--- config.mk ---
export PLATFORM = sky130hd
export DESIGN_NAME = dds_sine_synth
export DESIGN_NICKNAME = d
export VERILOG_FILES = /design/src/rtl/dds_pkg.sv /design/src/rtl/dds_phase_acc.sv /design/src/rtl/dds_quarter_lut.sv /design/src/rtl/dds_combiner.sv /design/src/rtl/dds_sine_synth.sv
export SDC_FILE = /design/constraint.sdc
export NUM_CORES = 1
export LEC_CHECK = 0
export BUFFER_PORTS_ARGS = -buffer_cell sky130_fd_sc_hd__buf_2
export CAP_MARGIN = 20
export CORE_MARGIN = 2
export CORE_UTILIZATION = 35
export CTS_CLUSTER_DIAMETER = 50
export DETAILED_ROUTE_END_ITERATION = 6
export PLACE_DENSITY = 0.62
export SLEW_MARGIN = 10
export SYNTH_ARGS = -nofsm -noshare
export SYNTH_HDL_FRONTEND = slang
export SYNTH_SLANG_ARGS = --single-unit
export TNS_END_PERCENT = 30
--- constraint.sdc ---
create_clock -name clk_i -period 26.2 [get_ports clk_i]
set_input_delay 3.93 -clock clk_i [delete_from_list [all_inputs] [get_ports clk_i]]
set_output_delay 3.93 -clock clk_i [all_outputs]
set_load 0.02 [all_outputs]
--- src/rtl/dds_pkg.sv ---
package dds_pkg;
  localparam int PHASE_W  = 32;
  localparam int FIELD_W  = 4;
  localparam int SINE_W   = 12;
  localparam int DEF_W    = 11;
  localparam int OUT_W    = 12;
  localparam int PI_NUM   = 201;  // pi ~= PI_NUM / 2^PI_SHIFT
  localparam int PI_SHIFT = 6;
  localparam real PI_R    = 3.14159265358979;

  // Taylor series; argument never exceeds pi/2 here
  function automatic real sin_series(input real x);
    real term;
    real acc;
    term = x;
    acc  = x;
    for (int n = 1; n < 9; n++) begin
      term = -term * x * x / real'((2 * n) * (2 * n + 1));
      acc  = acc + term;
    end
    return acc;
  endfunction

  function automatic real cos_series(input real x);
    real term;
    real acc;
    term = 1.0;
    acc  = 1.0;
    for (int n = 1; n < 9; n++) begin
      term = -term * x * x / real'((2 * n - 1) * (2 * n));
      acc  = acc + term;
    end
    return acc;
  endfunction
endpackage

--- src/rtl/dds_phase_acc.sv ---
module dds_phase_acc #(
  parameter int PHASE_W = 32,
  parameter int TOP_W   = 14
) (
  input  logic               clk_i,
  input  logic               rst_ni,
  input  logic [PHASE_W-1:0] ftw_i,
  output logic [TOP_W-1:0]   phase_top_o
);
  logic [PHASE_W-1:0] phase_q;

  always_ff @(posedge clk_i or negedge rst_ni) begin
    if (!rst_ni) phase_q <= '0;
    else         phase_q <= phase_q + ftw_i;
  end

  assign phase_top_o = phase_q[PHASE_W-1 -: TOP_W];

  assert_phase_step_R1: assert property (@(posedge clk_i) disable iff (!rst_ni)
    1'b1 |=> phase_q == $past(phase_q) + $past(ftw_i));

  assert_phase_hold_R8: assert property (@(posedge clk_i) disable iff (!rst_ni)
    ftw_i == '0 |=> $stable(phase_q));
endmodule

--- src/rtl/dds_quarter_lut.sv ---
module dds_quarter_lut #(
  parameter int FIELD_W  = 4,
  parameter int SINE_W   = 12,
  parameter int DEF_W    = 11,
  parameter int PI_SHIFT = 6,
  localparam int ANGLE_W = 3 * FIELD_W,
  localparam int RES_W   = 2 * FIELD_W + 1
) (
  input  logic                    clk_i,
  input  logic                    rst_ni,
  input  logic [ANGLE_W+1:0]      phase_top_i,
  output logic [SINE_W-1:0]       sin_c_o,
  output logic [SINE_W-1:0]       cos_c_o,
  output logic [DEF_W-1:0]        def_o,
  output logic signed [RES_W-1:0] resid_o,
  output logic                    neg_o
);
  localparam int ENTRIES   = 2 ** FIELD_W;
  localparam int DEF_SHIFT = ANGLE_W + PI_SHIFT + 2;

  // coarse sine sampled at bin centres so that index complement yields cosine
  function automatic int sine_entry(input int i);
    real ang;
    ang = (real'(i) + 0.5) * dds_pkg::PI_R / real'(2 * ENTRIES);
    return int'(real'(2 ** SINE_W) * dds_pkg::sin_series(ang));
  endfunction

  // 1 - cos(r) at the centre of each mid-field block, scaled by 2^DEF_SHIFT
  function automatic int def_entry(input int b);
    real r;
    r = real'(b * ENTRIES + ENTRIES / 2 - ENTRIES * ENTRIES / 2)
        * dds_pkg::PI_R / real'(2 ** (ANGLE_W + 1));
    return int'(real'(2 ** DEF_SHIFT) * (1.0 - dds_pkg::cos_series(r)));
  endfunction

  logic [SINE_W-1:0] sine_rom [ENTRIES];
  logic [DEF_W-1:0]  def_rom  [ENTRIES];

  for (genvar i = 0; i < ENTRIES; i++) begin : g_rom
    localparam logic [SINE_W-1:0] SV = SINE_W'(sine_entry(i));
    localparam logic [DEF_W-1:0]  DV = DEF_W'(def_entry(i));
    assign sine_rom[i] = SV;
    assign def_rom[i]  = DV;
  end

  logic [1:0]           quad;
  logic [ANGLE_W-1:0]   folded;
  logic [FIELD_W-1:0]   coarse, mid;
  logic [2*FIELD_W-1:0] low;
  logic [RES_W-1:0]     resid;

  assign quad   = phase_top_i[ANGLE_W+1:ANGLE_W];
  assign folded = phase_top_i[ANGLE_W-1:0] ^ {ANGLE_W{quad[0]}};
  assign coarse = folded[ANGLE_W-1 -: FIELD_W];
  assign mid    = folded[2*FIELD_W-1 -: FIELD_W];
  assign low    = folded[2*FIELD_W-1:0];
  // residual in half-step units relative to coarse bin centre: 2*(low - half) + 1
  assign resid  = {~low[2*FIELD_W-1], low[2*FIELD_W-2:0], 1'b1};

  always_ff @(posedge clk_i or negedge rst_ni) begin
    if (!rst_ni) begin
      sin_c_o <= '0;
      cos_c_o <= '0;
      def_o   <= '0;
      resid_o <= '0;
      neg_o   <= 1'b0;
    end else begin
      sin_c_o <= sine_rom[coarse];
      cos_c_o <= sine_rom[~coarse];
      def_o   <= def_rom[mid];
      resid_o <= $signed(resid);
      neg_o   <= quad[1];
    end
  end
endmodule

--- src/rtl/dds_combiner.sv ---
module dds_combiner #(
  parameter int FIELD_W  = 4,
  parameter int SINE_W   = 12,
  parameter int DEF_W    = 11,
  parameter int OUT_W    = 12,
  parameter int PI_NUM   = 201,
  parameter int PI_SHIFT = 6,
  localparam int RES_W   = 2 * FIELD_W + 1
) (
  input  logic                    clk_i,
  input  logic                    rst_ni,
  input  logic [SINE_W-1:0]       sin_c_i,
  input  logic [SINE_W-1:0]       cos_c_i,
  input  logic [DEF_W-1:0]        def_i,
  input  logic signed [RES_W-1:0] resid_i,
  input  logic                    neg_i,
  output logic signed [OUT_W-1:0] sample_o
);
  localparam int DS    = 3 * FIELD_W + PI_SHIFT + 2;
  localparam int PI_W  = $clog2(PI_NUM + 1) + 1;
  localparam int KPW   = RES_W + PI_W;
  localparam int PDW   = SINE_W + DEF_W;
  localparam int PRW   = SINE_W + 1 + KPW;
  localparam int ACC_W = SINE_W + DS + 3;
  localparam int SH    = SINE_W + DS - (OUT_W - 1);
  localparam logic signed [KPW-1:0]   PI_K = KPW'(PI_NUM);
  localparam logic signed [ACC_W-1:0] RND  = ACC_W'(64'd1 << (SH - 1));
  localparam logic signed [ACC_W-1:0] MAXV = ACC_W'((64'd1 << (OUT_W - 1)) - 1);

  logic signed [KPW-1:0] res_scaled;
  assign res_scaled = KPW'(resid_i) * PI_K;

  // stage 2: the two products
  logic [PDW-1:0]        prod_def_q;
  logic signed [PRW-1:0] prod_res_q;
  logic [SINE_W-1:0]     sin_d_q;
  logic                  neg_d_q;

  always_ff @(posedge clk_i or negedge rst_ni) begin
    if (!rst_ni) begin
      prod_def_q <= '0;
      prod_res_q <= '0;
      sin_d_q    <= '0;
      neg_d_q    <= 1'b0;
    end else begin
      prod_def_q <= PDW'(sin_c_i) * PDW'(def_i);
      prod_res_q <= PRW'($signed({1'b0, cos_c_i})) * PRW'(res_scaled);
      sin_d_q    <= sin_c_i;
      neg_d_q    <= neg_i;
    end
  end

  // stage 3: sum, round, saturate, sign
  logic signed [ACC_W-1:0] lhs, dp, rp, sum_w, shf;
  logic [OUT_W-1:0]        mag;

  assign lhs = $signed({{(ACC_W-SINE_W-DS){1'b0}}, sin_d_q, {DS{1'b0}}});
  assign dp  = $signed({{(ACC_W-PDW){1'b0}}, prod_def_q});
  assign rp  = {{(ACC_W-PRW){prod_res_q[PRW-1]}}, prod_res_q};

  always_comb begin
    sum_w = lhs - dp + rp + RND;
    shf   = sum_w >>> SH;
    if (shf[ACC_W-1])  mag = '0;
    else if (shf > MAXV) mag = MAXV[OUT_W-1:0];
    else               mag = shf[OUT_W-1:0];
  end

  logic signed [OUT_W-1:0] sample_q;

  always_ff @(posedge clk_i or negedge rst_ni) begin
    if (!rst_ni)      sample_q <= '0;
    else if (neg_d_q) sample_q <= $signed(-mag);
    else              sample_q <= $signed(mag);
  end

  assign sample_o = sample_q;

  assert_sign_R3: assert property (@(posedge clk_i) disable iff (!rst_ni)
    neg_d_q |=> sample_o <= 0);

  assert_no_min_R7: assert property (@(posedge clk_i) disable iff (!rst_ni)
    sample_o != {1'b1, {(OUT_W-1){1'b0}}});
endmodule

--- src/rtl/dds_sine_synth.sv ---
module dds_sine_synth #(
  parameter int PHASE_W  = dds_pkg::PHASE_W,
  parameter int FIELD_W  = dds_pkg::FIELD_W,
  parameter int SINE_W   = dds_pkg::SINE_W,
  parameter int DEF_W    = dds_pkg::DEF_W,
  parameter int OUT_W    = dds_pkg::OUT_W,
  parameter int PI_NUM   = dds_pkg::PI_NUM,
  parameter int PI_SHIFT = dds_pkg::PI_SHIFT
) (
  input  logic                    clk_i,
  input  logic                    rst_ni,
  input  logic [PHASE_W-1:0]      ftw_i,
  output logic signed [OUT_W-1:0] sample_o
);
  localparam int ANGLE_W = 3 * FIELD_W;
  localparam int TOP_W   = ANGLE_W + 2;
  localparam int RES_W   = 2 * FIELD_W + 1;

  logic [TOP_W-1:0]        phase_top;
  logic [SINE_W-1:0]       sin_c, cos_c;
  logic [DEF_W-1:0]        def_v;
  logic signed [RES_W-1:0] resid;
  logic                    neg;

  dds_phase_acc #(.PHASE_W(PHASE_W), .TOP_W(TOP_W)) i_acc (
    .clk_i, .rst_ni, .ftw_i, .phase_top_o(phase_top)
  );

  dds_quarter_lut #(
    .FIELD_W(FIELD_W), .SINE_W(SINE_W), .DEF_W(DEF_W), .PI_SHIFT(PI_SHIFT)
  ) i_lut (
    .clk_i, .rst_ni, .phase_top_i(phase_top),
    .sin_c_o(sin_c), .cos_c_o(cos_c), .def_o(def_v), .resid_o(resid), .neg_o(neg)
  );

  dds_combiner #(
    .FIELD_W(FIELD_W), .SINE_W(SINE_W), .DEF_W(DEF_W), .OUT_W(OUT_W),
    .PI_NUM(PI_NUM), .PI_SHIFT(PI_SHIFT)
  ) i_comb (
    .clk_i, .rst_ni, .sin_c_i(sin_c), .cos_c_i(cos_c), .def_i(def_v),
    .resid_i(resid), .neg_i(neg), .sample_o
  );
endmodule

==> results of run 1 <==
-- cells in the mapped netlist (all sizes together) (13+ instances only) --
| library cell | n | share of area, % |
|---|---|---|
| a21boi | 22 | 0.74 |
| a21o | 21 | 0.69 |
| a21oi | 103 | 2.3 |
| a31oi | 15 | 0.44 |
| and2 | 168 | 4.6 |
| and3 | 14 | 0.40 |
| clkbuf | 79 | 1.3 |
| dfrtp | 156 | 17 |
| fa | 297 | 26 |
| ha | 260 | 14 |
| inv | 413 | 6.7 |
| nand2 | 269 | 4.4 |
| nand2b | 19 | 0.52 |
| nand3 | 46 | 1.1 |
| nor2 | 125 | 2.0 |
| nor2b | 18 | 0.49 |
| nor3 | 51 | 1.2 |
| o211ai | 17 | 0.56 |
| o21a | 17 | 0.56 |
| o21ai | 102 | 2.2 |
| o21bai | 13 | 0.47 |
| or3 | 15 | 0.41 |
| xnor2 | 108 | 4.2 |
| xor2 | 56 | 2.2 |
-- stage by stage --
stage	cell area (sq um)	hold WS (ns)	instances	utilization, %	setup slack [ns]
floorplan	23000	0.331	2549	-	16.71
global placement	24000	0.357	3375	37.1	15.60
detailed placement	24000	0.354	3375	37.1	15.41
CTS	24600	0.368	3407	38.0	15.37
global route	24600	0.376	3408	38.0	14.33
finish	24600	0.364	3408	38.0	15.37
-- state kept, by name (all words and copies together) (netlist names) --
register           flops
i_lut.def_o           11
i_comb.sample_o       12
i_lut.cos_c_o         12
i_comb.neg_d_q         1
i_comb.prod_def_q     23
i_lut.resid_o          9
i_comb.prod_res_q     31
i_comb.sin_d_q        12
i_lut.neg_o            1
i_lut.sin_c_o         12
i_acc.phase_q         32
-- worst max path at each step --
stage / startpoint / end / slack, ns / cells after the start
after floorplan: i_lut.resid_o[1] / i_comb.prod_res_q[30] / 16.71 / 35
after global placement: i_lut.resid_o[1] / i_comb.prod_res_q[30] / 15.60 / 35
after detailed placement: i_lut.resid_o[1] / i_comb.prod_res_q[30] / 15.41 / 35
after CTS: i_lut.resid_o[1] / i_comb.prod_res_q[30] / 15.37 / 35
after global routing: i_lut.resid_o[2] / i_comb.prod_res_q[30] / 14.33 / 35
final: i_lut.resid_o[1] / i_comb.prod_res_q[30] / 15.37 / 35
-- cells by family after synthesis --
group,count (synthesis),share of synthesized area (%)
other,1,0.0163
AND/OR/NAND/NOR,763,16.4
AO/OA/AOI/OAI,399,11.5
XOR/XNOR,164,6.32
multiplexers,10,0.474
adder cells (fa/ha/maj),557,40.0
buffers and inverters,499,8.19
flip-flops,156,17.0
-- final cells by class --
| cell class | instances | area (sq um) | area share [%] |
|---|---|---|---|
| multi-input combinational | 1894 | 17200 | 69.8 |
| clock buffer | 20 | 457 | 1.86 |
| timing repair buffer | 58 | 329 | 1.34 |
| inverter | 413 | 1550 | 6.30 |
| tap | 855 | 1070 | 4.35 |
| sequential | 156 | 3900 | 15.9 |
| clock inverter | 12 | 111 | 0.453 |
-- routing by layer --
layer / GRT usage, % / share of wire, % / vias up
met5: 0 / 0 / -
met4: 3.30 / 1.3 / 0
met3: 2.29 / 4.1 / 38
met2: 26.1 / 46 / 304
met1: 21.6 / 49 / 8053
li1: - / - / 8215
-- placed cells by master, fill, tap and decap left out, types with 49 or more instances in the layout --
cell type	n
o21ai_0	94
nor3_1	49
and2_1	167
nor2_1	125
ha_1	260
dfrtp_1	156
nand2_1	268
xor2_1	55
a21oi_1	102
inv_1	413
xnor2_1	107
fa_1	297
==> results.yml, run 1 <==
sta:
  slew_headroom_pct: 33.1
  setup_violations: 0
  clock.fmax_ghz: 0.0923
  rsz0062_at_grt: "false"
  tightest_slew_ns: 1.00
  period_share_pct: 41.4
  period_needed_ns: 10.83
  setup_tns_ns: 0
  fin_skew_ns: 0.0116
  drv_slew: 0
  hold_violations: 0
finish:
  nets: 3131
  fill_cells: 6601
  syn2layout_area_growth_pct: 7.12
  diodes: 0
  drive_gt1_share_pct: 5.17
global_routing:
  grt_pass1_vias: 16910
  grt_pass1_wl_mm: 85.4
  overflow: 0
  antenna_found_initial: 5
  grt_usage_pct: 15.7
  grt_max_degree: 84
route:
  wl_per_cell_um: 14.9
  drc_errors: 0
  num_vias: 16610
  vias_per_cell: 4.87
  first_pass_iters: 5
  final_antenna_net_count: 0
  drt-initial-drc-count: 998
  wirelength_mm: 50.8
synth:
  syn_inst: 2549
  synth_ff_type: "dfrtp_1"
  seq_area_frac_synth_pct: 17.0
  async_flop_share_pct: 100
  synth_seq_cells: 156
  synth_fp_nets: 3140
  ys_warn_count: 0
  ys_types: 91
  synth_edf_count: 0
  synthesis.area_sq_um: 23000
  syn_avg_cell_area_sq_um: 9.01
clock_network:
  root_buffer: "clkbuf_16"
  clock_latency_ns: 0.45
  clock_sinks: 156
  clk_path_buf_depth: 2
  path_clk_slew_ns: 0.06
  cts_buffers: 17
  postCtsSetupBuffers: 0
  htreeDepth: 4
  cts_tree: "done"
  cts.repair.resized: 0
  hold_buffers: 0
min_path:
  hp-class: "reg -> reg"
  hold_start: "i_lut.neg_o"
  holdPathEnd: "i_comb.neg_d_q"
  holdPathStages: 0
floorplanning:
  pin_count: 46
  fp.dieArea_sq_um: 67700
  num_rows: 93
  die_w_um: 260
  start_util_pct: 35.5
  die_h_um: 260
  fp.coreArea_sq_um: 64700
worst_setup_path:
  slowest_stage: "a211oi_1"
  r2r-start: "i_lut.resid_o[1]"
  worstPathRequired_ns: 26.51
  cpPeakStageDelay_ns: 0.73
  r2r_slack_ns: 15.37
  worst_path_dominant_cell_family: "compound AO/OA/AOI/OAI gates"
  crit_path_end_kind: "flop"
  path_max_fanout: 15
  setup.worst_path.class: "reg -> reg"
  r2r_cells: 35
  rr_endpoint: "i_comb.prod_res_q[30]"
  critical_path_arrival_ns: 11.15
  critPathLaunchType: "flop"
  crit_buf_inv: 5
placement:
  place.gp.congestion: 0.861
  portBuffers: 45
  dp_hpwl_mm: 40.7
job:
  drv_cap: 0
status:
  status: "finished, final reports clean"
Power of run 1 is left out: the tool's default activity adds up to more than one toggle a clock period on the data nets, which glitch-free logic cannot reach.
==> run 2, diff against run 1 <==
--- a/config.mk
+++ b/config.mk
@@ -11,7 +11,7 @@
 export CORE_UTILIZATION = 35
 export CTS_CLUSTER_DIAMETER = 50
 export DETAILED_ROUTE_END_ITERATION = 6
-export PLACE_DENSITY = 0.62
+export PLACE_DENSITY = 0.63
 export SLEW_MARGIN = 10
 export SYNTH_ARGS = -nofsm -noshare
 export SYNTH_HDL_FRONTEND = slang
==> constraint.sdc (replaced) <==
create_clock -name clk_i -period 8.93 [get_ports clk_i]
set_input_delay 1.3395 -clock clk_i [delete_from_list [all_inputs] [get_ports clk_i]]
set_output_delay 1.3395 -clock clk_i [all_outputs]
set_load 0.02 [all_outputs]
==> results.yml, run 2 (synthesis gave the netlist of run 1 again) <==
min_path:
  holdPathStages: 0
  hold_start: "i_acc.phase_q[31]"
  hp-class: "reg -> reg"
  holdPathEnd: "i_lut.neg_o"
worst_setup_path:
  rr_endpoint: "i_comb.prod_res_q[30]"
  worstPathRequired_ns: 9.26
  path_common_cell: "fa_1"
  r2r_slack_ns: 0.23
  worst_path_dominant_cell_family: "adder cells"
  setup.worst_path.class: "reg -> reg"
  critical_path_arrival_ns: 9.03
  cpPeakStageDelay_ns: 0.60
  r2r-start: "i_lut.resid_o[1]"
  crit_buf_inv: 5
  slowest_stage: "fa_1"
  path_max_fanout: 6
  cp.depth: 34
  crit_path_end_kind: "flop"
  critPathLaunchType: "flop"
  crit_start: "i_lut.resid_o[1]"
  r2r_cells: 34
global_routing:
  grt_max_degree: 80
  grt_usage_pct: 15.7
  overflow: 0
  antenna_found_initial: 5
  grt_pass1_vias: 17328
  grt_pass1_wl_mm: 86.1
floorplanning:
  start_util_pct: 35.5
  fp.dieArea_sq_um: 67700
  die_w_um: 260
  pin_count: 46
  die_h_um: 260
  fp.coreArea_sq_um: 64700
  num_rows: 93
sta:
  setup_violations: 0
  rsz0062_at_grt: "true"
  clock.fmax_ghz: 0.115
  drv_slew: 0
  period_share_pct: 97.4
  hold_violations: 0
  hold_slack_ns: 0.440
  period_needed_ns: 8.70
  finalWorstSetupSlack_ns: 0.229
  fin_skew_ns: 0.0126
  slew_headroom_pct: 32.3
  tightest_slew_ns: 1.01
finish:
  final_cell_mix: "410 x inv_1, 296 x fa_1, 268 x nand2_1, 251 x ha_1, 166 x and2_1"
  top_regs: "i_acc.phase_q x32, i_comb.prod_res_q x31, i_comb.prod_def_q x23"
  largest-register: "i_acc.phase_q"
  nets: 3223
  drive_gt1_share_pct: 10.5
  fill_cells: 6437
  syn2layout_area_growth_pct: 12.0
  final_common_cell: "inv_1"
  diodes: 0
  final_util_pct: 39.8
  largest_reg_flops: 32
clock_network:
  clk_path_buf_depth: 2
  hold_buffers: 0
  htreeDepth: 4
  cts_tree: "done"
  clock_latency_ns: 0.45
  root_buffer: "clkbuf_16"
  path_clk_slew_ns: 0.06
  cts_buffers: 17
  clock_sinks: 156
route:
  wirelength_mm: 51.0
  final_antenna_net_count: 0
  num_vias: 17004
  vias_per_cell: 4.86
  wl_per_cell_um: 14.6
  first_pass_iters: 5
  drc_errors: 0
  drt-initial-drc-count: 855
job:
  drv_cap: 0
placement:
  portBuffers: 45
  dp_hpwl_mm: 41.2
  place_ws_ns: -0.253
  place.gp.congestion: 0.848
status:
  status: "finished, final reports clean"
## run 2: timing repair
item                       4_1_cts  5_1_grt
pin swaps                       27       44
setup endpoints to repair        3        8
setup buffers                    7        2
gates resized for setup         20       62
## run 2: cell type report
cell class	instances	area [sq um]	share of cell area (%)
flip-flops and latches	156	3900	15.2
repair buffers	150	1060	4.11
well taps	855	1070	4.16
clock buffers	20	467	1.81
clock inverters	12	111	0.433
multi-input cells	1894	17600	68.3
inverters	413	1550	6.03
## run 2: worst max path at each step
stage	end	slack (ns)
2_1_floorplan	i_comb.prod_res_q[30]	0.0002
3_3_place_gp	i_comb.prod_res_q[30]	-0.17
3_5_place_dp	i_comb.prod_res_q[30]	-0.25
4_1_cts	i_comb.prod_res_q[30]	0.006
5_1_grt	i_comb.prod_res_q[30]	-0.20
6_report	i_comb.prod_res_q[30]	0.23
## run 2: routing by layer
layer  track usage, %  wire (um)
met5                0         42
met4             3.38        758
met3             3.40       2620
met2             26.1      24000
met1             21.0      23500
## run 2: metrics by stage
step	cells	cell area, sq um	TNS (ns)
final	3500	25700	0
after global routing	3500	25700	-0.428
after CTS	3497	25400	0
after detailed placement	3458	24700	-0.324
after global placement	3458	24700	-0.171
after floorplan	2549	23000	0
## run 2: worst reg2reg max path: cells and delay by family, from the launching register on
kind / cells / cell delay (ns)
DFF: 1 / 0.40
adders and majority gates: 11 / 4.63
AOI/OAI and AO/OA: 15 / 2.36
xor gates and xnor gates: 1 / 0.08
and+or+nand+nor: 2 / 0.67
buffers and inverters: 5 / 0.43
Power of run 2 is left out for the same reason.
==> run 3, diff against run 2 <==
--- a/config.mk
+++ b/config.mk
@@ -11,7 +11,7 @@
 export CORE_UTILIZATION = 35
 export CTS_CLUSTER_DIAMETER = 50
 export DETAILED_ROUTE_END_ITERATION = 6
-export PLACE_DENSITY = 0.63
+export PLACE_DENSITY_LB_ADDON = 0.15
 export SLEW_MARGIN = 10
 export SYNTH_ARGS = -nofsm -noshare
 export SYNTH_HDL_FRONTEND = slang
==> results.yml, run 3 (synthesis gave the netlist of run 1 again) <==
worst_setup_path:
  setup.worst_path.class: "reg -> reg"
  r2r_cells: 37
  crit_end: "i_comb.prod_res_q[30]"
  r2r_slack_ns: 0.13
  cpPeakStageDelay_ns: 0.57
  path_common_cell: "fa_1"
  worstPathRequired_ns: 9.25
  path_max_fanout: 7
  critPathLaunchType: "flop"
  r2r-start: "i_lut.resid_o[1]"
  crit_path_end_kind: "flop"
  critical_path_arrival_ns: 9.12
  rr_endpoint: "i_comb.prod_res_q[30]"
  slowest_stage: "fa_1"
  crit_start: "i_lut.resid_o[1]"
route:
  first_pass_iters: 5
  wl_per_cell_um: 15.9
  final_antenna_net_count: 0
  num_vias: 17269
  vias_per_cell: 4.89
  drc_errors: 0
  wirelength_mm: 56.3
  drt-initial-drc-count: 714
sta:
  clock.fmax_ghz: 0.114
  setup_tns_ns: 0
  hold_violations: 0
  slew_headroom_pct: 32.6
  fin_skew_ns: 0.0135
  rsz0062_at_grt: "true"
  drv_slew: 0
  tightest_slew_ns: 1.01
  setup_violations: 0
  finalWorstSetupSlack_ns: 0.131
  period_share_pct: 98.5
  period_needed_ns: 8.80
clock_network:
  cts_tree: "done"
  root_buffer: "clkbuf_16"
  cts_buffers: 17
  clk_path_buf_depth: 2
  path_clk_slew_ns: 0.07
  clock_latency_ns: 0.45
  clock_sinks: 156
  htreeDepth: 4
floorplanning:
  die_h_um: 260
  fp.dieArea_sq_um: 67700
  pin_count: 46
  start_util_pct: 35.5
  die_w_um: 260
  num_rows: 93
  fp.coreArea_sq_um: 64700
global_routing:
  overflow: 0
  antenna_found_initial: 1
  grt_pass1_wl_mm: 93.2
  grt_usage_pct: 17.2
  grt_max_degree: 82
  grt_pass1_vias: 18132
finish:
  drive_gt1_share_pct: 12.0
  syn2layout_area_growth_pct: 13.3
  final_cell_mix: "407 x inv_1, 296 x fa_1, 268 x nand2_1, 248 x ha_1, 167 x and2_1"
  largest_reg_flops: 32
  largest-register: "i_acc.phase_q"
  final_common_cell: "inv_1"
  top_regs: "i_acc.phase_q x32, i_comb.prod_res_q x31, i_comb.prod_def_q x23"
  nets: 3256
placement:
  dp_hpwl_mm: 46.0
  place_ws_ns: -0.376
  place.gp.congestion: 0.868
  portBuffers: 45
job:
  drv_cap: 0
min_path:
  holdPathStages: 0
  hp-class: "reg -> reg"
status:
  status: "finished, final reports clean"
[run 3: cell count changes in the layout (fill, tap and decap cells not counted), moves of 3 or more]
cell / before / now
a21boi_0: 14 / 11
buf_4: 100 / 132
clkinvlp_4: 2 / 5
ha_1: 251 / 248
inv_1: 410 / 407
inv_2: 3 / 6
o21ai_4: 2 / 5
[run 3: worst max-delay path: cells and delay by family, from the launching register on]
family                     cells  cell delay [ns]
adders and majority gates     11             4.59
buffers and inverters          8             0.69
and+or+nand+nor                2             0.86
AOI/OAI and AO/OA             15             1.97
xor gates and xnor gates       1             0.08
DFF                            1             0.42
[run 3: worst min path at each step]
stage	start	to	slack, ns
2_1_floorplan	i_lut.neg_o	i_comb.neg_d_q	0.33
3_3_place_gp	i_lut.neg_o	i_comb.neg_d_q	0.36
3_5_place_dp	i_lut.neg_o	i_comb.neg_d_q	0.35
4_1_cts	i_lut.neg_o	i_comb.neg_d_q	0.37
5_1_grt	i_lut.neg_o	i_comb.neg_d_q	0.38
6_report	i_lut.neg_o	i_comb.neg_d_q	0.36
[run 3: final cells by class]
cell class	count	area, sq um
Clock buffer	18	439
Inverter	413	1550
Fill cell	6568	38700
Tap cell	855	1070
Clock inverter	13	143
Antenna cell	2	5.00
Timing Repair Buffer	183	1290
Sequential cell	156	3900
Multi-Input combinational cell	1894	17600
[run 3: what timing repair did]
item	in CTS	in global routing
pin swaps	30	48
gates resized for setup	15	82
hold buffers	0	0
endpoints found under the setup margin	4	9
cloned	0	1
buffers inserted	14	10
[run 3: layer usage]
| layer | track usage (%) | vias up | share of wire (%) |
|---|---|---|---|
| li1 | - | 8449 | - |
| met1 | 22.8 | 8555 | 47 |
| met2 | 29.5 | 230 | 48 |
| met3 | 2.71 | 35 | 3.6 |
| met4 | 3.98 | 0 | 1.8 |
| met5 | 0 | - | 0 |
[run 3: stage by stage]
stage	instances	cell area, sq um	hold slack (ns)	util [%]
3_3_place_gp	3475	24800	0.356	38.3
2_1_floorplan	2549	23000	0.331	-
3_5_place_dp	3475	24800	0.346	38.3
5_1_grt	3532	26000	0.384	40.2
4_1_cts	3520	25500	0.365	39.4
6_report	3534	26000	0.364	40.2
Power of run 3 is left out for the same reason.
